--- config.mk ---
export PLATFORM = sky130hd
export DESIGN_NAME = ternary_logic_unit
export DESIGN_NICKNAME = d
export VERILOG_FILES = /design/src/rtl/tlu_pkg.sv /design/src/rtl/tlu_trit_cell.sv /design/src/rtl/tlu_out_stage.sv /design/src/rtl/ternary_logic_unit.sv
export SDC_FILE = /design/constraint.sdc
export NUM_CORES = 1
export LEC_CHECK = 0
export ABC_AREA = 1
export BUFFER_PORTS_ARGS = -buffer_cell sky130_fd_sc_hd__clkbuf_2
export CORE_ASPECT_RATIO = 0.5
export CORE_MARGIN = 5
export CORE_UTILIZATION = 23
export CTS_BUF_LIST = sky130_fd_sc_hd__clkbuf_2
export CTS_CLUSTER_DIAMETER = 60
export DETAILED_ROUTE_END_ITERATION = 10
export PLACE_DENSITY = 0.36
export SLEW_MARGIN = 30
export SYNTH_ARGS = -nofsm -noshare
export SYNTH_HDL_FRONTEND = slang
export SYNTH_HIERARCHICAL = 1
export SYNTH_SLANG_ARGS = --single-unit
--- constraint.sdc ---
create_clock -name clk -period 7.92 [get_ports clk]
set_input_delay 0.792 -clock clk [delete_from_list [all_inputs] [get_ports clk]]
set_output_delay 0.792 -clock clk [all_outputs]
set_load 0.05 [all_outputs]
--- src/rtl/tlu_pkg.sv ---
package tlu_pkg;

    typedef enum logic [1:0] {
        T_ZERO = 2'b00,
        T_POS  = 2'b01,
        T_NEG  = 2'b10,
        T_BAD  = 2'b11
    } trit_t;

    typedef enum logic [2:0] {
        OP_MIN   = 3'd0,
        OP_MAX   = 3'd1,
        OP_NEG   = 3'd2,
        OP_ROT   = 3'd3,
        OP_REFL  = 3'd4,
        OP_PASS5 = 3'd5,
        OP_PASS6 = 3'd6,
        OP_PASS7 = 3'd7
    } op_e;

    typedef struct packed {
        trit_t value;
        logic  bad;
    } cell_out_t;

    function automatic logic signed [3:0] trit_val(input trit_t t);
        case (t)
            T_POS:   trit_val = 4'sd1;
            T_NEG:   trit_val = -4'sd1;
            default: trit_val = 4'sd0;
        endcase
    endfunction

    function automatic trit_t val_trit(input logic signed [3:0] v);
        if (v > 4'sd0)      val_trit = T_POS;
        else if (v < 4'sd0) val_trit = T_NEG;
        else                val_trit = T_ZERO;
    endfunction

    // fold a sum in -3..+3 back into -1..+1 modulo 3
    function automatic logic signed [3:0] wrap3(input logic signed [3:0] s);
        if (s > 4'sd1)       wrap3 = s - 4'sd3;
        else if (s < -4'sd1) wrap3 = s + 4'sd3;
        else                 wrap3 = s;
    endfunction

endpackage

--- src/rtl/tlu_trit_cell.sv ---
module tlu_trit_cell
    import tlu_pkg::*;
(
    input  op_e       op,
    input  logic [1:0] a,
    input  logic [1:0] b,
    output cell_out_t  y
);
    trit_t ta, tb;
    logic signed [3:0] va, vb, r;
    logic bad;

    always_comb begin
        ta  = trit_t'(a);
        tb  = trit_t'(b);
        va  = trit_val(ta);
        vb  = trit_val(tb);
        bad = (ta == T_BAD) || (tb == T_BAD);
        case (op)
            OP_MIN:  r = (va < vb) ? va : vb;
            OP_MAX:  r = (va > vb) ? va : vb;
            OP_NEG:  r = -va;
            OP_ROT:  r = wrap3(va + vb);
            OP_REFL: r = wrap3(-(va + vb));
            default: r = va;
        endcase
        y.bad   = bad;
        y.value = bad ? T_ZERO : val_trit(r);
    end
endmodule

--- src/rtl/tlu_out_stage.sv ---
module tlu_out_stage #(
    parameter int WORD_BITS = 12,
    parameter bit REG_OUT   = 1'b1
) (
    input  logic                 clk,
    input  logic                 rst,
    input  logic                 in_valid,
    input  logic [WORD_BITS-1:0] res_c,
    input  logic                 err_c,
    output logic [WORD_BITS-1:0] res,
    output logic                 err,
    output logic                 out_valid
);
    generate
        if (REG_OUT) begin : g_reg
            logic [WORD_BITS-1:0] res_q;
            logic                 err_q;
            logic                 vld_q;

            always_ff @(posedge clk) begin
                if (rst) begin
                    res_q <= '0;
                    err_q <= 1'b0;
                    vld_q <= 1'b0;
                end else begin
                    vld_q <= in_valid;
                    if (in_valid) begin
                        res_q <= res_c;
                        err_q <= err_c;
                    end
                end
            end

            assign res       = res_q;
            assign err       = err_q;
            assign out_valid = vld_q;

            a_r10_valid_rise: assert property (@(posedge clk) disable iff (rst)
                in_valid |=> out_valid);
            a_r10_valid_fall: assert property (@(posedge clk) disable iff (rst)
                !in_valid |=> !out_valid);
            a_r10_hold: assert property (@(posedge clk) disable iff (rst)
                !in_valid |=> ($stable(res) && $stable(err)));
            a_r11_reset: assert property (@(posedge clk)
                rst |=> (res == '0 && !err && !out_valid));
        end else begin : g_comb
            assign res       = res_c;
            assign err       = err_c;
            assign out_valid = in_valid;
        end
    endgenerate
endmodule

--- src/rtl/ternary_logic_unit.sv ---
module ternary_logic_unit
    import tlu_pkg::*;
#(
    parameter int TRITS   = 6,
    parameter bit REG_OUT = 1'b1
) (
    input  logic               clk,
    input  logic               rst,
    input  logic               in_valid,
    input  logic [2:0]         op_sel,
    input  logic [2*TRITS-1:0] opnd_a,
    input  logic [2*TRITS-1:0] opnd_b,
    output logic [2*TRITS-1:0] res,
    output logic               err,
    output logic               out_valid
);
    localparam int WORD_BITS = 2 * TRITS;

    op_e                  op;
    cell_out_t            cells [TRITS];
    logic [WORD_BITS-1:0] res_c;
    logic [TRITS-1:0]     bad_vec;
    logic                 err_c;

    assign op    = op_e'(op_sel);
    assign err_c = |bad_vec;

    generate
        for (genvar i = 0; i < TRITS; i++) begin : g_trit
            tlu_trit_cell u_cell (
                .op (op),
                .a  (opnd_a[2*i +: 2]),
                .b  (opnd_b[2*i +: 2]),
                .y  (cells[i])
            );
            assign res_c[2*i +: 2] = cells[i].value;
            assign bad_vec[i]      = cells[i].bad;

            a_r1_legal_trit: assert property (@(posedge clk) disable iff (rst)
                res_c[2*i +: 2] != 2'b11);
            a_r8_bad_zero: assert property (@(posedge clk) disable iff (rst)
                (opnd_a[2*i +: 2] == 2'b11 || opnd_b[2*i +: 2] == 2'b11)
                |-> (res_c[2*i +: 2] == 2'b00 && err_c));
            a_r7_pass_a: assert property (@(posedge clk) disable iff (rst)
                (op_sel >= 3'd5 && opnd_a[2*i +: 2] != 2'b11 && opnd_b[2*i +: 2] != 2'b11)
                |-> res_c[2*i +: 2] == opnd_a[2*i +: 2]);
        end
    endgenerate

    tlu_out_stage #(
        .WORD_BITS (WORD_BITS),
        .REG_OUT   (REG_OUT)
    ) u_out (
        .clk       (clk),
        .rst       (rst),
        .in_valid  (in_valid),
        .res_c     (res_c),
        .err_c     (err_c),
        .res       (res),
        .err       (err),
        .out_valid (out_valid)
    );
endmodule

After elaboration in Yosys (flattened, before gate mapping)
Cells that the tools add are included.
{"block": "word_totals", "latchBits": 0, "inputBits": 30, "wordCells": 213, "mem_bits_rw": 0, "mem_count": 0, "rom_bits": 0, "regBits": 14}
{"block": "classes", "n_mux": 72, "eq_ne": 40, "multipliers": 0, "bitwise": 0, "shift": 0, "n_reduce_logical": 8, "div_mod_pow": 0, "add_sub_neg": 42, "magnitude_cmp": 48}
{"operator": "$mux W4", "n": 36}
{"operator": "$pmux W4 S5", "n": 6}
{"operator": "$pmux W4 S2", "n": 12}
{"operator": "$lt A4 B1 Y1 const B", "n": 18}
{"operator": "$add A4 B3 Y4 const B", "n": 12}
{"operator": "$eq A2 B2 Y1 const B", "n": 24}
{"operator": "$gt A4 B2 Y1 const B", "n": 12}
{"operator": "$neg A4 Y4", "n": 12}
{"operator": "$sub A4 B3 Y4 const B", "n": 12}
{"operator": "$mux W2", "n": 18}
{"operator": "$add A4 B4 Y4", "n": 6}
{"operator": "$eq A2 B1 Y1 const B", "n": 12}
{"operator": "$gt A4 B1 Y1 const B", "n": 6}
{"operator": "$gt A4 B4 Y1", "n": 6}
{"operator": "$lt A4 B4 Y1", "n": 6}
{"operator": "$eq A3 B2 Y1 const B", "n": 2}
{"operator": "$logic_or A1 B1 Y1", "n": 6}
{"operator": "$reduce_or A6 Y1", "n": 1}
{"operator": "$eq A3 B1 Y1 const B", "n": 1}
{"operator": "$eq A3 B3 Y1 const B", "n": 1}
{"operator": "$logic_not A3 Y1", "n": 1}

Longest topological paths before layout
Gate-level depths: netlist (run 1).
{"block": "depth", "depth_word": 12, "depth_mapped": 24, "depth_no_buf": 24}

Cells and area by module
The synthesis (run 1) kept the hierarchy.
{"mod": "tlu_trit_cell at g_trit[0].u_cell ...", "instances": 3, "cells_each": 150, "area_per_inst_um2": 862.1}
{"mod": "tlu_trit_cell at g_trit[3].u_cell ...", "instances": 2, "cells_each": 147, "area_per_inst_um2": 853.3}
{"mod": "tlu_trit_cell at g_trit[5].u_cell", "instances": 1, "cells_each": 147, "area_per_inst_um2": 863.3}
{"mod": "tlu_out_stage", "instances": 1, "cells_each": 86, "area_per_inst_um2": 576.8}
{"mod": "ternary_logic_unit", "instances": 1, "cells_each": 4, "area_per_inst_um2": 16.3}

Worst setup path before layout (run 1)
Ideal clock, no wire load.
{"block": "synth_timing", "kind": "input port to flip-flop", "start": "in opnd_a[0]", "end": "reg u_out.g_reg.res_q[0], in the netlist u_out/res[0]", "cell_stages": 22, "arrival_time_ns": 3.440, "setup_slack_ns": 4.416, "n_path_buf": 0, "path_cell_list": "inv_1 ha_1 inv_1 ha_1 inv_1 fa_1 ha_1 inv_1 ha_1 o21ai_0 nor2b_1 nand3_1 nand2_1 nor2_1 nand2_1 nand2_1 nand2_1 nor2_1 inv_1 nand2_1 nand2_1 nor2_1"}
{"item": "from (decl)", "line_no": "ternary_logic_unit.sv:11", "text": "input logic [2*TRITS-1:0] opnd_a,"}
{"item": "to (signal assigned)", "line_no": "tlu_out_stage.sv:28", "text": "res_q <= res_c;"}
{"item": "to (decl)", "line_no": "tlu_out_stage.sv:16", "text": "logic [WORD_BITS-1:0] res_q;"}

==> results of run 1 <==
==> worst reg2reg max path, delay by kind of cell, from the launching register on <==
kind	cells	cell delay, ns
flip-flops	1	0.41
AND/OR/NAND/NOR	2	0.18
==> power groups by stage <==
| stage | clock network (uW) | registers [uW] | logic (uW) |
|---|---|---|---|
| finish | 37.4 | 79.5 | 643 |
| global route | 44.9 | 80.5 | 749 |
| detailed placement | 0 | 81.4 | 645 |
| CTS | 41.1 | 79.9 | 649 |
| global placement | 0 | 81.2 | 656 |
| floorplan | 0 | 98.9 | 499 |
==> through the flow <==
step	worst slack, ns	total power, uW	instance area [um^2]
2_1_floorplan	4.42	598	5750
3_3_place_gp	3.75	737	6230
3_5_place_dp	3.78	726	6230
4_1_cts	4.09	770	6250
5_1_grt	3.68	874	6250
6_report	4.09	760	6250
==> registers in the layout (all words and copies together), names as in the netlist <==
register	flops
u_out/out_valid	1
u_out/res	12
u_out/err	1
==> area by class of cell <==
class | count | area, um^2
fill | 2781 | 18000
multi-input combinational | 768 | 4620
inverter | 183 | 694
tap | 336 | 420
sequential | 14 | 280
timing repair buffer | 43 | 215
clock buffer | 3 | 15.0
clock inverter | 1 | 3.75
==> cell usage after synthesis (all sizes together) <==
library cell and count:
a31oi 3, xor2 6, a21oi 33, dfxtp 14, nand3 130, nor2 102
nand2 299, inv 177, o21ai 36, ha 114, nand4 15, fa 12
buf 16, o21a 6, clkinv 6, or2 6, nor2b 6
==> final timing paths <==
path | start | to | slack (ns) | depth (start not counted)
max reg2reg | u_out/res[10] | u_out/res[10] | 7.28 | 2
min | u_out/res[1] | u_out/res[1] | 0.48 | 2
min reg2reg | u_out/res[1] | u_out/res[1] | 0.48 | 2
max | opnd_a[0] | u_out/res[0] | 4.09 | 23
==> kinds of logic (layout without fill, tap and decap cells) <==
group	Yosys count	in the layout	synth area share, %
buffers and inverters	199	230	14.8
flip-flops	14	14	4.87
AO/OA/AOI/OAI	78	78	7.51
adder cells (fa/ha/maj)	126	126	29.0
AND/OR/NAND/NOR	558	558	43.0
XOR/XNOR	6	6	0.914
==> metal layers <==
| metal | part of all wire (%) | vias up | wire length (um) | GRT usage (%) |
|---|---|---|---|---|
| li1 | - | 3112 | - | - |
| met1 | 51 | 2584 | 7640 | 14.5 |
| met2 | 48 | 52 | 7140 | 19.0 |
| met3 | 1.1 | 4 | 165 | 0.233 |
| met4 | 0.51 | 0 | 76 | 1.39 |
| met5 | 0 | - | 0 | 0 |
==> summary.md, run 1 <==
| Metric | Value |
|---|---|
| Worst-case clock buffer depth | `2` |
| Initial DRC count | `about 330` |
| Max Clock Skew | `0 ns` |
| Initial antenna violation count | `0` |
| Most frequent CP cell | `nand2_1` |
| Dpl hpwl | `12400 um` |
| H-tree Lvls | `1` |
| Setup CP Type | `input pin to flip-flop` |
| CP peak stage delay | `0.64 ns` |
| DRT Pass-1 Iters | `5` |
| Worst VDD drop | `30.9 uV` |
| Worst-margin pin slew | `0.702 ns` |
| Gr usage total | `10.5%` |
| CTS tree | `built` |
| Switch share | `about three fifths` |
| Die width | `234 um` |
| Final cell count without fillers | `1348` |
| Initial Utilization | `23.7%` |
| ANT cells | `0` |
| CP startpoint kind | `input pin` |
| Synth unique cells | `24` |
| Yosys reg bits | `14` |
| Layout Nets | `1169` |
| Avg Cell Area, Syn | `5.86 um^2` |
| Post-CTS setup buffer count | `0` |
| Hold Crit Class | `flip-flop to flip-flop` |
| GPL Wtd Cong | `0.790` |
| Total grt overflow | `0` |
| Internal Power | `306 uW` |
| First-pass GRT wire length | `25800 um` |
| Worst path slowest cell | `fa_1` |
| Clk sink count | `14` |
| CP max FO | `6` |
| Mapped cell area | `0.00575 mm^2` |
| Largest net degree at the start of global routing | `31` |
| Skew-Pair Late Insertion Delay | `0.29 ns` |
| Die height | `122 um` |
| Antenna viol nets, final | `0` |
| CTS Buf Count | `3` |
| Max_slew headroom | `53.2%` |
| Clk pin slew, worst setup/hold paths | `0.15 ns` |
| Vias in the first global route | `5417` |
| Placed cell count | `1344` |
| RSZ-0062 raised after global routing | `false` |
| CP bufs+invs | `6` |
| Yosys warns | `6` |
| Mapped Cells | `981` |
| Worst setup EP type | `flip-flop` |
| # hold bufs at CTS | `0` |
| Maxcap violations | `0` |
| Routed WL | `about 15000 um` |
| Fin util | `25.7%` |
| Clock share of power | `~5%` |
| Tcrit/Tclk final | `between 40 and 50%` |
| Rows | `40` |
| Die area | `0.0285 mm^2` |
| Root Buffer | `clkbuf_2` |
| Area share of the leading cell type in the synthesized netlist | `24.8%` |
| Commonest non-fill, non-tap cell in the layout | `nand2_1` |
| Input/output buffers | `43` |
| CP delay by family, top | `adder cells` |
| Vias | `5752` |
| Core Area | `0.0243 mm^2` |
| I/O pins | `44` |
| Fin. Hold Viols | `0` |
| Worst Path Required | `8.15 ns` |
| Data arrival, critical path | `4.06 ns` |
| FMAX | `between 0.2 and 0.3 GHz` |
| WHS | `~0.48 ns` |
| Status | `finished clean` |
| Commonest cells after routing, fill and taps aside | `281 x nand2_1, 171 x inv_1, 116 x nand3_1` |
| Final setup TNS | `0 ns` |
| Pins over their slew limit | `0` |
| Fin crit period | `3.83 ns` |
| Area Growth Syn to Fin | `8.71%` |
| Switching power | `454 uW` |
| Post-CTS Resized | `0` |
| Register share of total power | `approximately a tenth` |
| Net Count, Synth | `1137` |
| Leading area contributor after synthesis | `ha_1` |
| Setup violators final | `0` |
| DRC viols | `0` |
| WL/cell | `11.1 um` |
| Fraction of layout cells with a size suffix above 1 | `9.49%` |
| Power per cell area | `122 mW/mm^2` |
| CP Cell Sequence | `clkbuf_2 > inv_1 > ha_1 > inv_1 > ha_1 > inv_1 > fa_1 > ha_1 > inv_1 > ha_1 > o21ai_0 > nor2b_1 > nand3_1 > nand2_1 > nor2_1 > nand2_1 > nand2_1 > nand2_1 > nor2_1 > inv_1 > nand2_1 > nand2_1 > nor2_1` |
| Leak Pwr | `0.00356 uW` |
| Sequential area share after synthesis | `4.87%` |
| Via-to-Cell Ratio | `4.27` |
| Combinational Power Share | `84.6%` |
| Synth area leaders | `ha_1 25%, nand2_1 18%, inv_1 11%, nand3_1 10%, nor2_1 6.7%` |
Note: power is estimated with default switching activity, not from simulation.
==> inputs of run 2 (changes only) <==
--- a/config.mk
+++ b/config.mk
@@ -5,7 +5,7 @@
 export SDC_FILE = /design/constraint.sdc
 export NUM_CORES = 1
 export LEC_CHECK = 0
-export ABC_AREA = 1
+export ABC_AREA = 0
 export BUFFER_PORTS_ARGS = -buffer_cell sky130_fd_sc_hd__clkbuf_2
 export CORE_ASPECT_RATIO = 0.5
 export CORE_MARGIN = 5
==> constraint.sdc (replaced) <==
create_clock -name clk -period 3.7 [get_ports clk]
set_input_delay 0.37 -clock clk [delete_from_list [all_inputs] [get_ports clk]]
set_output_delay 0.37 -clock clk [all_outputs]
set_load 0.05 [all_outputs]
==> run 2 against run 1 <==
  * Sequential share of layout area fell by 0.11 points
  * Clock skew unchanged
  * First-iteration DRC count fell by 35%
  * Combinational power increased by 120%
  * Die area shrank 4.9%
  * Count of clock-buffer cells in the layout stayed put
  * Sequential power increased by 110%
  * Critical path type unchanged
  * Largest power group unchanged
==> summary.md, run 2 <==
| Metric | Value |
|---|---|
| Status | `finished clean` |
| Initial DRC count | `218` |
| Layout Nets | `940` |
| Fin util | `27.7%` |
| CP max FO | `5` |
| Synth top cells by count | `114 x ha_1, 95 x inv_1, 47 x nor2_1` |
| CTS Buf Count | `3` |
| Pins over their slew limit | `0` |
| Fin. Hold Viols | `0` |
| Vias | `5056` |
| Via-to-Cell Ratio | `4.63` |
| Avg Cell Area, Syn | `7.89 um^2` |
| Power per cell area | `263 mW/mm^2` |
| Worst reg2reg setup slack | `3.06 ns` |
| Initial Utilization | `23.6%` |
| Commonest non-fill, non-tap cell in the layout | `ha_1` |
| Data arrival, critical path | `between 3 and 4 ns` |
| Routed WL | `14800 um` |
| Clk pin slew, worst setup/hold paths | `0.17 ns` |
| Post-CTS Resized | `0` |
| H-tree Lvls | `1` |
| Reg2Reg Depth | `2` |
| Placed cell count | `1086` |
| EDFF count, synth | `0` |
| Die width | `228 um` |
| Setup violators final | `0` |
| CTS tree | `built` |
| Switching power | `853 uW` |
| Vias in the first global route | `a little over 5000` |
| GPL Wtd Cong | `0.800` |
| Dpl hpwl | `12200 um` |
| Worst VDD drop | `approximately 68 uV` |
| Register share of total power | `9.9%` |
| First-pass GRT wire length | `24800 um` |
| Mapped Cells | `between 600 and 700` |
| FF-to-FF End | `u_out/res[11]` |
| Fin crit period | `~3.4 ns` |
| Input/output buffers | `43` |
| Reg2Reg Launch Point | `u_out/res[11]` |
| CP startpoint kind | `input pin` |
| Worst-margin pin slew | `~0.84 ns` |
| Sequential area share after synthesis | `5.14%` |
| Max Clock Skew | `0 ns` |
| Leading area contributor after synthesis | `ha_1` |
| Post-CTS setup buffer count | `0` |
| Switch share | `50.6%` |
| Max_slew headroom | `44.0%` |
| # hold bufs at CTS | `0` |
| Max reg flops | `12` |
| Ys flop type | `dfxtp_1` |
| Total grt overflow | `0` |
| Maxcap violations | `0` |
| Combinational Power Share | `85.4%` |
| Skew-Pair Late Insertion Delay | `0.30 ns` |
| Most common cell in the netlist | `ha_1` |
| Worst setup EP type | `flip-flop` |
| Setup CP Type | `input pin to flip-flop` |
| WL/cell | `13.6 um` |
| Area Growth Syn to Fin | `17.5%` |
| Hold Crit Class | `input pin to flip-flop` |
| Clock share of power | `4.7%` |
| Yosys reg bits | `14` |
| Internal Power | `833 uW` |
| Antenna viol nets, final | `0` |
| End point of the critical path | `u_out/res[4]` |
| Area share of the leading cell type in the synthesized netlist | `26.2%` |
| Clk sink count | `14` |
| Worst-case clock buffer depth | `2` |
| Fraction of layout cells with a size suffix above 1 | `20.8%` |
| Initial antenna violation count | `1` |
| Root Buffer | `clkbuf_2` |
| Synth unique cells | `82` |
| DRT Pass-1 Iters | `4` |
| DRC viols | `0` |
| Worst Path Required | `3.91 ns` |
| PnR worst setup slack | `0.250 ns` |
| Core Area | `0.0231 mm^2` |
| Tcrit/Tclk final | `93.2%` |
| Commonest cells after routing, fill and taps aside | `114 x ha_1, 95 x inv_1, 73 x buf_4` |
| Synth area leaders | `ha_1 26%, inv_1 6.5%, mux2i_1 5.7%, dfxtp_1 5.1%, fa_1 4.4%` |
| Gr usage total | `10.7%` |
| RSZ-0062 raised after global routing | `false` |
| Final cell count without fillers | `1091` |
| Post-place setup slack | `-0.0658 ns` |
| Net Count, Synth | `847` |
| Die height | `119 um` |
| Largest net degree at the start of global routing | `38` |
| Setup crit start | `opnd_a[4]` |
| Post-synth ARST share | `0%` |
| Mapped cell area | `0.00545 mm^2` |
| Rows | `39` |
| FMAX | `0.290 GHz` |
| WHS | `between 0.4 and 0.5 ns` |
| Yosys warns | `6` |
| Die area | `0.0271 mm^2` |
| Final setup TNS | `0 ns` |
| Leak Pwr | `around 0.0031 uW` |
| I/O pins | `44` |
-- run 2: cell count changes in the layout (fill, tap and decap cells not counted), sizes merged, moves of 12 or more --
| cell | before | now |
|---|---|---|
| buf | 0 | 73 |
| inv | 177 | 97 |
| mux2i | 0 | 32 |
| nand2 | 299 | 25 |
| nand2b | 0 | 14 |
| nand3 | 130 | 28 |
| nand3b | 0 | 12 |
| nor2 | 102 | 47 |
| o211ai | 0 | 13 |
-- run 2: cell families after synthesis --
| logic type | synth area share [%] |
|---|---|
| xor+xnor | 1.31 |
| simple gates | 21.8 |
| mux | 7.26 |
| flops | 5.14 |
| compound gates | 23.1 |
| fa+ha+maj | 30.6 |
| buf+inv | 10.8 |
-- run 2: per-stage QoR --
stage	total power, uW	area [um^2]
floorplan	1170	5450
global placement	1640	6380
detailed placement	1610	6380
CTS	1710	6400
global route	1880	6400
finish	1690	6400
-- run 2: power groups by stage --
stage | Sequential [uW] | Clock [uW] | Combinational (uW)
6_report | 167 | 78.8 | 1440
5_1_grt | 168 | 95.4 | 1620
4_1_cts | 167 | 86.9 | 1450
3_5_place_dp | 171 | 0 | 1440
3_3_place_gp | 170 | 0 | 1470
2_1_floorplan | 205 | 0 | 969
-- run 2: worst max-delay path: stages --
cell and delay [ns]:
clkbuf_2 0.11, inv_1 0.04, ha_1 0.30, inv_1 0.09, ha_1 0.20, inv_1 0.07, fa_1 0.60, ha_1 0.20
inv_1 0.04, ha_1 0.32, o21ai_0 0.17, mux2_4 0.29, or3_1 0.33, a41oi_2 0.22, a211oi_1 0.11, mux2i_1 0.14
nor2_1 0.05
-- run 2: worst min-delay path by stage --
stage | endpoint | cells past startpoint | startpoint | slack [ns]
floorplan | u_out/out_valid | 1 | rst | 0.44
global placement | u_out/res[8] | 2 | u_out/res[8] | 0.48
detailed placement | u_out/res[3] | 2 | u_out/res[3] | 0.49
CTS | u_out/out_valid | 2 | rst | 0.47
global route | u_out/out_valid | 2 | rst | 0.46
finish | u_out/out_valid | 2 | rst | 0.48
-- run 2: layout make-up --
| type | instances | area, um^2 |
|---|---|---|
| diodes | 1 | 2.50 |
| flip-flops and latches | 14 | 280 |
| inverters | 98 | 373 |
| multi-input cells | 551 | 4580 |
| fillers | 2496 | 16700 |
| repair buffers | 116 | 763 |
| well taps | 307 | 384 |
| clock inverters | 1 | 3.75 |
| clock buffers | 3 | 15.0 |
-- run 2: per-layer routing --
layer / part of all wire (%) / vias to the layer above / track usage [%]
li1: - / 2655 / -
met1: 52 / 2359 / 15.3
met2: 46 / 36 / 17.8
met3: 1.2 / 6 / 0.590
met4: 1.1 / 0 / 2.28
met5: 0 / - / 0
==> inputs of run 3 (changes only) <==
--- a/config.mk
+++ b/config.mk
@@ -5,7 +5,7 @@
 export SDC_FILE = /design/constraint.sdc
 export NUM_CORES = 1
 export LEC_CHECK = 0
-export ABC_AREA = 0
+export ABC_AREA = 1
 export BUFFER_PORTS_ARGS = -buffer_cell sky130_fd_sc_hd__clkbuf_2
 export CORE_ASPECT_RATIO = 0.5
 export CORE_MARGIN = 5
==> run 3 against run 2 <==
  * Utilization shrank 0.94 points
  * Worst hold slack got worse by 0.26 ns
  * Clock skew unchanged
  * First-iteration DRC count up 28%
  * Sequential power is essentially flat
  * Register-to-register slack improved by 0.02 ns
  * Worst setup slack gained 0.11 ns
  * Non-clock buffer count decreased by 39
  * Die area up 5.2%
  * Flip-flop and latch count did not move
  * Critical path type unchanged
  * Critical endpoint unchanged
  * Largest cell class unchanged
  * Largest power group unchanged
==> summary.md, run 3 (synthesis results as in run 1) <==
| Metric | Value |
|---|---|
| Status | `finished clean` |
| Worst VDD drop | `66.8 uV` |
| Total grt overflow | `0` |
| Hold depth | `2` |
| Setup violators final | `0` |
| Post-CTS setup buffer count | `0` |
| Commonest cells after routing, fill and taps aside | `281 x nand2_1, 171 x inv_1, 116 x nand3_1` |
| First-pass GRT wire length | `between 20000 and 30000 um` |
| DRT Pass-1 Iters | `5` |
| Data arrival, critical path | `about 3.6 ns` |
| Worst setup EP type | `flip-flop` |
| Worst-margin pin slew | `0.698 ns` |
| Worst path slowest cell | `fa_1` |
| Post-CTS Resized | `0` |
| PnR worst setup slack | `0.357 ns` |
| Clk pin slew, worst setup/hold paths | `~0.17 ns` |
| Initial Utilization | `approximately a quarter` |
| ANT cells | `0` |
| Commonest non-fill, non-tap cell in the layout | `nand2_1` |
| FMAX | `0.299 GHz` |
| Fin crit period | `3.34 ns` |
| CP startpoint kind | `input pin` |
| Reg2Reg Depth | `2` |
| Die area | `0.0285 mm^2` |
| GPL Wtd Cong | `0.801` |
| Via-to-Cell Ratio | `4.14` |
| Gr usage total | `10.4%` |
| Skew-Pair Late Insertion Delay | `between 0.2 and 0.3 ns` |
| Initial antenna violation count | `0` |
| Fin util | `around 27%` |
| Area Growth Syn to Fin | `13.1%` |
| Max_slew headroom | `53.5%` |
| Worst Path Required | `3.93 ns` |
| Largest net degree at the start of global routing | `31` |
| Input/output buffers | `43` |
| Vias | `5716` |
| Root Buffer | `clkbuf_2` |
| Final setup TNS | `0 ns` |
| Power per cell area | `262 mW/mm^2` |
| Final cell count without fillers | `roughly 1400` |
| # hold bufs at CTS | `0` |
| Placed cell count | `approximately 1400` |
| Fraction of layout cells with a size suffix above 1 | `12.4%` |
| CP max FO | `6` |
| DRC viols | `0` |
| Die height | `between 100 and 150 um` |
| Vias in the first global route | `5489` |
| Rows | `40` |
| Hold Crit Class | `input pin to flip-flop` |
| Max reg flops | `12` |
| Worst-case clock buffer depth | `2` |
| Tcrit/Tclk final | `90.3%` |
| Pins over their slew limit | `0` |
| Initial DRC count | `279` |
| Routed WL | `between 10000 and 15000 um` |
| Die width | `234 um` |
| RSZ-0062 raised after global routing | `false` |
| Setup CP Type | `input pin to flip-flop` |
| Leak Pwr | `0.00372 uW` |
| Dpl hpwl | `12600 um` |
| WL/cell | `10.8 um` |
| Clk sink count | `14` |
| CP peak stage delay | `0.62 ns` |
| Max Clock Skew | `0 ns` |
| Post-place setup slack | `0.0232 ns` |
| CP Cell Sequence | `clkbuf_2 > inv_1 > ha_1 > inv_1 > ha_1 > inv_1 > fa_1 > inv_1 > ha_1 > inv_1 > ha_1 > inv_1 > a21oi_2 > xor2_1 > nand2_1 > nand2_1 > nand2_1 > nand2_1 > nand2_1 > nor2_1 > inv_1 > nand2_1 > nand2_1 > nor2_1` |
| Layout Nets | `about 1200` |
| Antenna viol nets, final | `0` |
| I/O pins | `44` |
| Fin. Hold Viols | `0` |
| H-tree Lvls | `1` |
| CTS tree | `built` |
| Maxcap violations | `0` |
| Core Area | `0.0243 mm^2` |
| CTS Buf Count | `3` |
==> run 3: cell count changes in the layout (fill, tap and decap cells not counted), sizes merged, moves of 12 or more <==
cell	change
buf	-39
inv	+80
mux2i	-32
nand2	+274
nand2b	-14
nand3	+102
nand3b	-12
nor2	+55
o211ai	-13
==> run 3: worst paths after layout <==
check	startpoint	end	slack, ns
worst min-delay path	rst	u_out/out_valid	0.22
worst max-delay path	opnd_a[4]	u_out/res[4]	0.36
worst min register to register	u_out/res[3]	u_out/res[3]	0.48
worst max register to register	u_out/res[9]	u_out/res[9]	3.08
==> run 3: where the power goes <==
group | switching, uW | total, uW | internal (uW) | leakage, uW
registers | 7.24 | 170 | 163 | 0.000116
clock network | 56.6 | 80.1 | 23.5 | 0.0000140
logic | 918 | 1460 | 538 | 0.00359
==> run 3: layout make-up <==
class                      count  area, um^2
inverter                     183         694
tap                          336         420
clock buffer                   3        15.0
sequential                    14         280
clock inverter                 1        3.75
timing repair buffer          77         470
multi-input combinational    768        4620
fill                        2800       17800
==> run 3: critical path, delay by kind of cell <==
kind | cells | cell delay [ns]
adders and majority gates | 5 | 1.61
AOI/OAI and AO/OA | 1 | 0.12
buffers and inverters | 8 | 0.69
and+or+nand+nor | 9 | 0.61
xor gates and xnor gates | 1 | 0.17
==> run 3: routing by layer <==
metal | routed length [um] | GRT usage [%] | up-vias
li1 | - | - | 3176
met1 | 7610 | 14.1 | 2517
met2 | 7110 | 19.2 | 21
met3 | 110 | 0.140 | 2
met4 | 46 | 1.10 | 0
met5 | 0 | 0 | -
==> run 3: stage by stage <==
stage | total power (uW) | area [um^2] | hold WS, ns
after floorplan | 1280 | 5750 | 0.441
after global placement | 1660 | 6490 | 0.463
after detailed placement | 1640 | 6490 | 0.465
after CTS | 1730 | 6500 | 0.194
after global routing | 1950 | 6500 | 0.198
final | 1710 | 6500 | 0.222
